File: src/rtl/cq_pkg.sv
package cq_pkg;

    typedef enum logic [1:0] {
        Q_EMPTY   = 2'd0,
        Q_OPEN    = 2'd1,
        Q_FULL    = 2'd2,
        Q_RECOVER = 2'd3
    } cq_state_e;

endpackage

File: src/rtl/cq_ctrl.sv
module cq_ctrl
    import cq_pkg::*;
#(
    parameter int DEPTH   = 16,
    parameter int ALLOC_N = 2,
    parameter int RET_N   = 2
) (
    input  logic                         clk,
    input  logic                         rst_n,
    input  logic [ALLOC_N-1:0]           alloc_req,
    input  logic [$clog2(RET_N+1)-1:0]   ret_cnt,
    input  logic                         squash,
    output logic                         alloc_ok,
    output logic [ALLOC_N-1:0]           alloc_we,
    output logic [ALLOC_N*$clog2(DEPTH)-1:0] alloc_idx,
    output logic [$clog2(DEPTH)-1:0]     head_idx,
    output logic [$clog2(DEPTH):0]       occ
);
    localparam int IDX_W  = $clog2(DEPTH);
    localparam int PTR_W  = IDX_W + 1;
    localparam int RCNT_W = $clog2(RET_N + 1);

    cq_state_e state_q, state_d;
    logic [PTR_W-1:0] head_q, tail_q, head_d, tail_d;
    logic [PTR_W-1:0] nreq, free_cnt, occ_d;

    // count requesting lanes
    always_comb begin
        nreq = '0;
        for (int i = 0; i < ALLOC_N; i++) begin
            nreq = nreq + PTR_W'(alloc_req[i]);
        end
    end

    assign occ      = tail_q - head_q;
    assign free_cnt = PTR_W'(DEPTH) - occ;
    assign head_idx = head_q[IDX_W-1:0];

    // output process: acceptance per state
    always_comb begin
        alloc_ok = 1'b0;
        unique case (state_q)
            Q_EMPTY:   alloc_ok = !squash;
            Q_OPEN:    alloc_ok = !squash && (nreq <= free_cnt);
            Q_FULL:    alloc_ok = !squash && (nreq == '0);
            Q_RECOVER: alloc_ok = 1'b0;
            default:   alloc_ok = 1'b0;
        endcase
    end

    // lane tag assignment in program order
    always_comb begin
        logic [IDX_W-1:0] off;
        off = '0;
        for (int i = 0; i < ALLOC_N; i++) begin
            alloc_idx[i*IDX_W +: IDX_W] = tail_q[IDX_W-1:0] + off;
            alloc_we[i] = alloc_ok && alloc_req[i];
            off = off + IDX_W'(alloc_req[i]);
        end
    end

    // pointer and next-state computation
    always_comb begin
        head_d = head_q + PTR_W'(ret_cnt);
        if (squash) begin
            tail_d = head_d;
        end else if (alloc_ok) begin
            tail_d = tail_q + nreq;
        end else begin
            tail_d = tail_q;
        end
        occ_d = tail_d - head_d;
        if (squash) begin
            state_d = Q_RECOVER;
        end else if (occ_d == '0) begin
            state_d = Q_EMPTY;
        end else if (occ_d == PTR_W'(DEPTH)) begin
            state_d = Q_FULL;
        end else begin
            state_d = Q_OPEN;
        end
    end

    // state register
    always_ff @(posedge clk) begin
        if (!rst_n) begin
            state_q <= Q_EMPTY;
            head_q  <= '0;
            tail_q  <= '0;
        end else begin
            state_q <= state_d;
            head_q  <= head_d;
            tail_q  <= tail_d;
        end
    end

    logic unused_rcnt;
    assign unused_rcnt = ^{RCNT_W{1'b0}};

endmodule

File: src/rtl/cq_store.sv
module cq_store #(
    parameter int DEPTH   = 16,
    parameter int DATA_W  = 32,
    parameter int AREG_W  = 5,
    parameter int ALLOC_N = 2,
    parameter int CMP_N   = 2
) (
    input  logic                               clk,
    input  logic                               rst_n,
    input  logic [ALLOC_N-1:0]                 alloc_we,
    input  logic [ALLOC_N*$clog2(DEPTH)-1:0]   alloc_idx,
    input  logic [ALLOC_N*AREG_W-1:0]          alloc_dst,
    input  logic [CMP_N-1:0]                   cmp_valid,
    input  logic [CMP_N*$clog2(DEPTH)-1:0]     cmp_tag,
    input  logic [CMP_N*DATA_W-1:0]            cmp_data,
    input  logic [CMP_N-1:0]                   cmp_mispred,
    input  logic [DEPTH-1:0]                   ret_mask,
    input  logic                               squash,
    output logic [DEPTH-1:0]                   ent_valid,
    output logic [DEPTH-1:0]                   ent_done,
    output logic [DEPTH-1:0]                   ent_mp,
    output logic [AREG_W-1:0]                  ent_dst  [DEPTH],
    output logic [DATA_W-1:0]                  ent_data [DEPTH]
);
    localparam int IDX_W = $clog2(DEPTH);

    for (genvar e = 0; e < DEPTH; e++) begin : g_ent
        logic              a_hit, c_hit, c_mp;
        logic [AREG_W-1:0] a_dst;
        logic [DATA_W-1:0] c_data;

        always_comb begin
            a_hit = 1'b0;
            a_dst = '0;
            for (int i = 0; i < ALLOC_N; i++) begin
                if (alloc_we[i] && alloc_idx[i*IDX_W +: IDX_W] == IDX_W'(e)) begin
                    a_hit = 1'b1;
                    a_dst = alloc_dst[i*AREG_W +: AREG_W];
                end
            end
            c_hit  = 1'b0;
            c_mp   = 1'b0;
            c_data = '0;
            for (int j = 0; j < CMP_N; j++) begin
                if (cmp_valid[j] && cmp_tag[j*IDX_W +: IDX_W] == IDX_W'(e)) begin
                    c_hit  = 1'b1;
                    c_mp   = cmp_mispred[j];
                    c_data = cmp_data[j*DATA_W +: DATA_W];
                end
            end
        end

        always_ff @(posedge clk) begin
            if (!rst_n) begin
                ent_valid[e] <= 1'b0;
                ent_done[e]  <= 1'b0;
                ent_mp[e]    <= 1'b0;
                ent_dst[e]   <= '0;
                ent_data[e]  <= '0;
            end else begin
                if (squash || ret_mask[e]) begin
                    ent_valid[e] <= 1'b0;
                end else if (a_hit) begin
                    ent_valid[e] <= 1'b1;
                    ent_done[e]  <= 1'b0;
                    ent_mp[e]    <= 1'b0;
                    ent_dst[e]   <= a_dst;
                end
                if (c_hit && ent_valid[e] && !a_hit) begin
                    ent_done[e] <= 1'b1;
                    ent_mp[e]   <= c_mp;
                    ent_data[e] <= c_data;
                end
            end
        end
    end

endmodule

File: src/rtl/cq_retire.sv
module cq_retire #(
    parameter int DEPTH  = 16,
    parameter int DATA_W = 32,
    parameter int AREG_W = 5,
    parameter int RET_N  = 2
) (
    input  logic [$clog2(DEPTH)-1:0]     head_idx,
    input  logic [DEPTH-1:0]             ent_valid,
    input  logic [DEPTH-1:0]             ent_done,
    input  logic [DEPTH-1:0]             ent_mp,
    input  logic [AREG_W-1:0]            ent_dst  [DEPTH],
    input  logic [DATA_W-1:0]            ent_data [DEPTH],
    output logic [RET_N-1:0]             ret_valid,
    output logic [RET_N*AREG_W-1:0]      ret_dst,
    output logic [RET_N*DATA_W-1:0]      ret_data,
    output logic [$clog2(RET_N+1)-1:0]   ret_cnt,
    output logic [DEPTH-1:0]             ret_mask,
    output logic                         squash
);
    localparam int IDX_W  = $clog2(DEPTH);
    localparam int RCNT_W = $clog2(RET_N + 1);

    always_comb begin
        logic             go;
        logic [IDX_W-1:0] idx;
        ret_valid = '0;
        ret_dst   = '0;
        ret_data  = '0;
        ret_cnt   = '0;
        ret_mask  = '0;
        squash    = 1'b0;
        go        = 1'b1;
        for (int k = 0; k < RET_N; k++) begin
            idx = head_idx + IDX_W'(k);
            if (go && ent_valid[idx] && ent_done[idx]) begin
                ret_valid[k]                  = 1'b1;
                ret_dst[k*AREG_W +: AREG_W]   = ent_dst[idx];
                ret_data[k*DATA_W +: DATA_W]  = ent_data[idx];
                ret_mask[idx]                 = 1'b1;
                ret_cnt                       = RCNT_W'(k + 1);
                if (ent_mp[idx]) begin
                    squash = 1'b1;
                    go     = 1'b0;
                end
            end else begin
                go = 1'b0;
            end
        end
    end

endmodule

File: src/rtl/commit_queue.sv
module commit_queue #(
    parameter int DEPTH   = 16,
    parameter int DATA_W  = 32,
    parameter int AREG_W  = 5,
    parameter int ALLOC_N = 2,
    parameter int CMP_N   = 2,
    parameter int RET_N   = 2
) (
    input  logic                             clk,
    input  logic                             rst_n,
    input  logic [ALLOC_N-1:0]               alloc_req,
    input  logic [ALLOC_N*AREG_W-1:0]        alloc_dst,
    output logic                             alloc_ok,
    output logic [ALLOC_N*$clog2(DEPTH)-1:0] alloc_tag,
    input  logic [CMP_N-1:0]                 cmp_valid,
    input  logic [CMP_N*$clog2(DEPTH)-1:0]   cmp_tag,
    input  logic [CMP_N*DATA_W-1:0]          cmp_data,
    input  logic [CMP_N-1:0]                 cmp_mispred,
    input  logic [$clog2(DEPTH)-1:0]         rd_tag,
    output logic                             rd_ready,
    output logic [DATA_W-1:0]                rd_data,
    output logic [RET_N-1:0]                 ret_valid,
    output logic [RET_N*AREG_W-1:0]          ret_dst,
    output logic [RET_N*DATA_W-1:0]          ret_data,
    output logic                             squash
);
    localparam int IDX_W  = $clog2(DEPTH);
    localparam int PTR_W  = IDX_W + 1;
    localparam int RCNT_W = $clog2(RET_N + 1);

    logic [ALLOC_N-1:0]  alloc_we;
    logic [IDX_W-1:0]    head_idx;
    logic [PTR_W-1:0]    occ;
    logic [RCNT_W-1:0]   ret_cnt;
    logic [DEPTH-1:0]    ret_mask;
    logic [DEPTH-1:0]    ent_valid, ent_done, ent_mp;
    logic [AREG_W-1:0]   ent_dst  [DEPTH];
    logic [DATA_W-1:0]   ent_data [DEPTH];

    cq_ctrl #(.DEPTH(DEPTH), .ALLOC_N(ALLOC_N), .RET_N(RET_N)) u_ctrl (
        .clk      (clk),
        .rst_n    (rst_n),
        .alloc_req(alloc_req),
        .ret_cnt  (ret_cnt),
        .squash   (squash),
        .alloc_ok (alloc_ok),
        .alloc_we (alloc_we),
        .alloc_idx(alloc_tag),
        .head_idx (head_idx),
        .occ      (occ)
    );

    cq_store #(.DEPTH(DEPTH), .DATA_W(DATA_W), .AREG_W(AREG_W),
               .ALLOC_N(ALLOC_N), .CMP_N(CMP_N)) u_store (
        .clk        (clk),
        .rst_n      (rst_n),
        .alloc_we   (alloc_we),
        .alloc_idx  (alloc_tag),
        .alloc_dst  (alloc_dst),
        .cmp_valid  (cmp_valid),
        .cmp_tag    (cmp_tag),
        .cmp_data   (cmp_data),
        .cmp_mispred(cmp_mispred),
        .ret_mask   (ret_mask),
        .squash     (squash),
        .ent_valid  (ent_valid),
        .ent_done   (ent_done),
        .ent_mp     (ent_mp),
        .ent_dst    (ent_dst),
        .ent_data   (ent_data)
    );

    cq_retire #(.DEPTH(DEPTH), .DATA_W(DATA_W), .AREG_W(AREG_W),
                .RET_N(RET_N)) u_retire (
        .head_idx (head_idx),
        .ent_valid(ent_valid),
        .ent_done (ent_done),
        .ent_mp   (ent_mp),
        .ent_dst  (ent_dst),
        .ent_data (ent_data),
        .ret_valid(ret_valid),
        .ret_dst  (ret_dst),
        .ret_data (ret_data),
        .ret_cnt  (ret_cnt),
        .ret_mask (ret_mask),
        .squash   (squash)
    );

    // operand bypass read
    assign rd_ready = ent_valid[rd_tag] && ent_done[rd_tag];
    assign rd_data  = ent_data[rd_tag];

endmodule

File: config.mk
export PLATFORM = sky130hd
export DESIGN_NAME = commit_queue
export DESIGN_NICKNAME = d
export VERILOG_FILES = /design/src/rtl/cq_pkg.sv /design/src/rtl/cq_ctrl.sv /design/src/rtl/cq_store.sv /design/src/rtl/cq_retire.sv /design/src/rtl/commit_queue.sv
export SDC_FILE = /design/constraint.sdc
export NUM_CORES = 2
export LEC_CHECK = 0
export BUFFER_PORTS_ARGS = -buffer_cell sky130_fd_sc_hd__buf_4
export CAP_MARGIN = 10
export CORE_MARGIN = 2
export CORE_UTILIZATION = 35
export DETAILED_ROUTE_END_ITERATION = 8
export GPL_TIMING_DRIVEN = 0
export PLACE_DENSITY_LB_ADDON = 0.15
export RECOVER_POWER = 100
export REMOVE_ABC_BUFFERS = 1
export SLEW_MARGIN = 25
export SYNTH_ARGS = -nofsm -noshare
export SYNTH_HDL_FRONTEND = slang
export SYNTH_SLANG_ARGS = --single-unit
export TNS_END_PERCENT = 50
File: constraint.sdc
create_clock -name clk -period 13.3 [get_ports clk]
set_input_delay 2.66 -clock clk [delete_from_list [all_inputs] [get_ports clk]]
set_output_delay 2.66 -clock clk [all_outputs]
set_load 0.05 [all_outputs]
# ---- After elaboration in Yosys (flattened, before gate mapping)
# Cells that the tools add are included.
dict set report word_totals {
  reg_bits 652
  latch_bits 0
  ramBits 0
  rom_bits 0
  in_bits 94
  out_inout_bits 119
  n_memories 0
}
dict set report op_classes {
  addsub 8
  mul 0
  div_mod_pow 0
  order_cmp 9
  n_eq_ne 80
  shift 0
  n_mux 281
  bitwise_logic 21
  reduce_logical 210
}
# cell n
set op_table {}
lappend op_table {{32-bit two-way mux} 40}
lappend op_table {{32-bit binary-select mux with 4-bit select} 3}
lappend op_table {{5-bit two-way mux} 40}
lappend op_table {{1-bit two-way mux} 179}
lappend op_table {{4-bit equality test, second input constant} 32}
lappend op_table {{1-bit logical AND} 106}
lappend op_table {{4-bit by 3-bit equality test with 1-bit output, second input constant} 16}
lappend op_table {{2-bit AND reduction} 32}
lappend op_table {{5-bit binary-select mux with 4-bit select} 2}
lappend op_table {{1-bit binary-select mux with 4-bit select} 8}
lappend op_table {{4-bit by 2-bit equality test with 1-bit output, second input constant} 8}
lappend op_table {{16-bit two-way mux} 2}
lappend op_table {{2-bit inequality test, second input constant} 16}
lappend op_table {{2-bit nonzero test} 16}
lappend op_table {{2-bit OR reduction} 16}
lappend op_table {{1-bit zero test} 17}
lappend op_table {{1-bit inverter} 17}
lappend op_table {{4-bit by 1-bit equality test with 1-bit output, second input constant} 4}
lappend op_table {{4-bit zero test} 4}
lappend op_table {{1-bit logical OR} 16}
lappend op_table {{16-bit bitwise OR} 1}
lappend op_table {{5-bit >= comparator, second input constant} 3}
lappend op_table {{4-bit by 5-bit less-than comparator with 1-bit output, second input constant} 3}
lappend op_table {{4-bit inverter with 5-bit output} 3}
lappend op_table {{other kinds (17)} 25}

# ---- Logic depth before layout (Yosys ltp)
dict set report logic_depth {
  ltp_word 18
  ltp_mapped 25
}

# ---- By module
# From an unflattened synthesis, not the netlist that was laid out.
dict set report hier_totals {
  cells_unflattened 4856
  hier_area_um2 46895.0
}
# mod instances cells_each area_per_inst_um2 seq_area_each_um2
set by_module_without_submodules {}
lappend by_module_without_submodules {cq_store 1 3597 31091.1 12812.3}
lappend by_module_without_submodules {cq_retire 1 876 10468.8 0.0}
lappend by_module_without_submodules {commit_queue 1 236 4058.9 0.0}
lappend by_module_without_submodules {cq_ctrl 1 147 1276.2 240.2}

# ---- Worst setup path before layout
# OpenSTA, ideal clock, no wires.
dict set report synth_path {
  path_kind {input -> output}
  start {input rd_tag[0]}
  end {output rd_data[0]}
  t_arrival_ns 4.792
  required_time_ns 10.640
  slack_ns 5.848
  cell_stages 5
  n_path_buf 3
  cell_sequence {clkbuf_1 -> clkbuf_1 -> buf_1 -> mux4_2 -> mux4_2}
}
dict set report synth_via {
  elab_chain_cells 4
}
# item line
set synth_rtl {}
lappend synth_rtl {{from (decl)} commit_queue.sv:19} ;# input logic [$clog2(DEPTH)-1:0] rd_tag,
lappend synth_rtl {{4-bit inverter with 5-bit output (not written as such)} commit_queue.sv:91} ;# assign rd_data = ent_data[rd_tag];
lappend synth_rtl {{32-bit binary-select mux with 4-bit select} commit_queue.sv:91}
lappend synth_rtl {{32-bit two-way mux (not written as such) (2 in a row)} commit_queue.sv:91}
lappend synth_rtl {{to (decl)} commit_queue.sv:21} ;# output logic [DATA_W-1:0] rd_data,
# Every way passes these cells. The select of a mux whose other input is x is not followed.

# ---- Worst setup path in the final report
dict set report layout_path {
  start {input alloc_req[0]}
  end {output alloc_ok}
}
dict set report layout_via {
  elab_chain_cells 4
  elab_cells_between_ends 6
  cone_classes {add/sub: 1; order compare: 1; mux: 1; reduce/logical: 3}
}
# item line
set layout_rtl {}
lappend layout_rtl {{from (decl)} commit_queue.sv:11} ;# input logic [ALLOC_N-1:0] alloc_req,
lappend layout_rtl {{1-bit by 1-bit adder with 2-bit output (*)} cq_ctrl.sv:31} ;# nreq = nreq + PTR_W'(alloc_req[i]);
lappend layout_rtl {{5-bit less-or-equal comparator or 5-bit zero test (tied branches)} {cq_ctrl.sv:44, cq_ctrl.sv:45}}
lappend layout_rtl {{1-bit logical AND, on equally long branches} {cq_ctrl.sv:44, cq_ctrl.sv:45}}
lappend layout_rtl {{1-bit case mux with 4 select lines (*)} cq_ctrl.sv:42} ;# unique case (state_q)
lappend layout_rtl {{to (decl)} commit_queue.sv:13} ;# output logic alloc_ok,
# Every way passes the cells marked *; elsewhere a longest branch is shown, timed or not.

==> summary.json <==
{
  "multi_input_comb_area_um2": 31000,
  "postLayoutCoreUtil_pct": 40.0,
  "drtAntennaViolNets": 0,
  "grt_usage_pct": 27.3,
  "final_common_cell": "dfxtp_1",
  "drc_violations": 0,
  "crit_path_top_delay_cell": "inv_1",
  "report.final.slew_viol_count": 416,
  "start_util_pct": 35.1,
  "gr-total-overflow": 0,
  "syn-mean-instance-area_um2": 10.5,
  "achievable-frequency_mhz": 95.8,
  "synth_top_area_cell": "dfxtp_1",
  "placeableCoreArea_um2": 133000,
  "final.setup_skew_ns": 0.0318,
  "critical-path-max-stage-delay_ns": 0.80,
  "layout_common_cells": "dfxtp_1 (648), nor2_1 (585), mux2i_1 (556)",
  "drtIter0Drc": 3880,
  "die-area_um2": 137000,
  "grt_pass1_wl_um": 275000,
  "finalSetupViolCount": 0,
  "violations_in_the_final_reports": "max-capacitance violations, max-slew violations",
  "fin_crit_ns": 10.44,
  "placed_cells_incl_taps": 6081,
  "area_delta_synth_final_pct": 13.9,
  "drv_cap": 25,
  "post_synth_edffs": 0,
  "h_tree_lvl_count": 3,
  "post_synth_instance_area_um2": 46800,
  "outcome": "finished, violations left",
  "placementRows": 134,
  "async_flop_share_pct": 0,
  "syn-instance-count": 4442,
  "start_kind": "primary input",
  "cp.buffers_inverters": 6,
  "cp.arrival_ns": 7.78,
  "path_category_of_the_worst_min_delay_check": "reg2reg",
  "stdcell_count": 6229,
  "final_min_period_over_clock_period_pct": 78.5,
  "postCtsResizedCells": 0,
  "grt_max_degree": 83,
  "measured_slew_at_the_worst_slew_check_pin_ns": 3.37,
  "io_buffer_count": 212,
  "ctsLongestPathBuffers": 3,
  "cp-end-kind": "output pin",
  "warnings_from_yosys": 0,
  "layout-drive-gt1-share_pct": 27.5,
  "dpl.hpwl_um": 129000,
  "wl_um": 190000,
  "rsz0062_at_grt": "no",
  "clock_latency_ns": 0.68,
  "critical_path_peak_fanout": 32,
  "routed_via_density": 6.21,
  "grt_pass1_vias": 37800,
  "timing_hold_violations_final": 0,
  "cp.required_ns": 10.64,
  "dr.pass1.iters": 6,
  "cts_inserted_buffers": 85,
  "design.portCount": 213,
  "path_cells": "clkbuf_1 -> inv_1 -> ha_1 -> inv_1 -> ha_1 -> nand2_1 -> o2111ai_1 -> a21o_1 -> nor2_1 -> nor2_1 -> nor2_1 -> clkbuf_1 -> inv_1 -> clkbuf_1",
  "synth_top_cell_area_share_pct": 27.9,
  "timing.max_slew.rel_slack_pct": -125,
  "seq_area_frac_synth_pct": 27.9,
  "critPathKind": "in2out",
  "detailroute.via_count": 38700,
  "antenna_found_initial": 20,
  "die_width_um": 370,
  "static_leak_nw": 17.1,
  "final_nets": 4527,
  "timing.setup.tns_ns": 0,
  "wire_per_inst_um": 30.4,
  "final-seq-area_um2": 13100,
  "postCtsHoldBufs": 0,
  "pwr_density_cell_nw_per_um2": 115,
  "cts.repair_timing.setup_buffer_count": 0,
  "ys_top_cells_by_area": "dfxtp_1 (28%), mux4_2 (26%), mux2i_1 (12%)",
  "fillCellCount": 13000,
  "crit_family": "buffers and inverters",
  "clk_transition_reported_paths_ns": 0.06,
  "die_height_um": 370,
  "synth_flop_cell": "dfxtp_1",
  "tritoncts": "built",
  "ys_ff_latch": 652,
  "vdd_ir_drop_max_uv": 88.7,
  "gp_congestion": 0.903,
  "cts.root.buffer_cell": "clkbuf_16",
  "clock_sinks": 652,
  "yosysUniqueCellTypes": 82
}
## flip-flops by register name, summed over array words and instances (netlist names)
register           count
u_ctrl.head_q          5
u_ctrl.state_q         2
u_ctrl.tail_q          5
u_store.ent_data     512
u_store.ent_done      16
u_store.ent_dst       80
u_store.ent_mp        16
u_store.ent_valid     16
## kinds of logic after synthesis
logic type | Yosys count | synth area share [%]
and+or+nand+nor | 1220 | 11.2
muxes | 1117 | 38.5
AOI/OAI and AO/OA | 851 | 15.9
DFF | 652 | 27.9
buffers and inverters | 552 | 5.15
adders and majority gates | 33 | 0.931
xor gates and xnor gates | 17 | 0.350
## power breakdown
part | internal [mW] | switching [mW] | leakage (nW)
Sequential | 2.00 | 0.0749 | 5.26
Clock | 1.37 | 0.959 | 1.32
Combinational | 0.652 | 1.07 | 10.5
Total | 4.02 | 2.10 | 17.1
## synth_stat cells, types with 7 or more instances
master	instances
o31a_1	14
nand3_1	83
buf_2	49
and3_1	7
buf_4	9
a21o_1	29
nor3_1	50
nand2_1	326
o221a_2	12
buf_6	32
nor2b_1	11
mux2_2	17
buf_1	50
a21oi_1	147
o211ai_1	7
nor2_1	592
inv_1	40
or3_1	13
nand2b_1	11
a32o_1	12
xnor2_1	10
o31ai_1	23
a211oi_2	285
a211oi_1	169
mux2i_1	556
o21a_1	10
or2_2	11
ha_1	30
o21ai_0	56
dfxtp_1	652
and2_1	83
mux4_2	544
a31oi_1	17
clkbuf_1	366
o22ai_1	12
## worst register-to-register path: stages (launching register included)
cell and delay [ns]:
dfxtp_4 0.80, inv_1 0.44, ha_1 0.99, buf_16 0.31, mux4_2 0.35, o221ai_1 0.96, and2_0 0.85, o31a_1 0.98
clkbuf_1 1.00, clkbuf_1 1.02, clkbuf_1 1.12, nor2_1 0.10, a211oi_1 0.27
## final cells by class
type	count	area share, %
repair buffers	377	7.64
diodes	6	0.0282
clock inverters	16	0.411
well taps	1768	4.15
clock buffers	126	4.64
flip-flops and latches	652	24.5
multi-input cells	3238	58.2
inverters	46	0.355
## stage by stage
stage	power [mW]	hold WS (ns)	worst slack [ns]	cell area (µm²)
finish	6.12	0.463	2.86	53300
global route	6.35	0.484	2.40	53300
CTS	6.22	0.467	4.42	55100
detailed placement	3.89	0.456	4.44	52400
global placement	3.94	0.445	-29.69	48300
floorplan	3.31	0.429	-10.98	44500
## per-layer routing
layer | wire, µm | track usage, % | up-vias
met3 | 14900 | 5.25 | 297
met1 | 81900 | 38.0 | 19800
met5 | 94 | 0 | -
li1 | - | - | 16900
met4 | 5360 | 8.04 | 14
met2 | 87300 | 43.0 | 1679
## worst paths after layout
check / startpoint / endpoint / slack, ns / depth (start not counted)
worst max-delay path: alloc_req[0] / alloc_ok / 2.86 / 14
worst max register to register: u_ctrl.head_q[0] / u_store.ent_data[51] / 4.02 / 12
worst min register to register: u_store.ent_dst[39] / u_store.ent_dst[39] / 0.46 / 2
worst min-delay path: u_store.ent_dst[39] / u_store.ent_dst[39] / 0.46 / 2
Power figures use the tool's default switching activity.
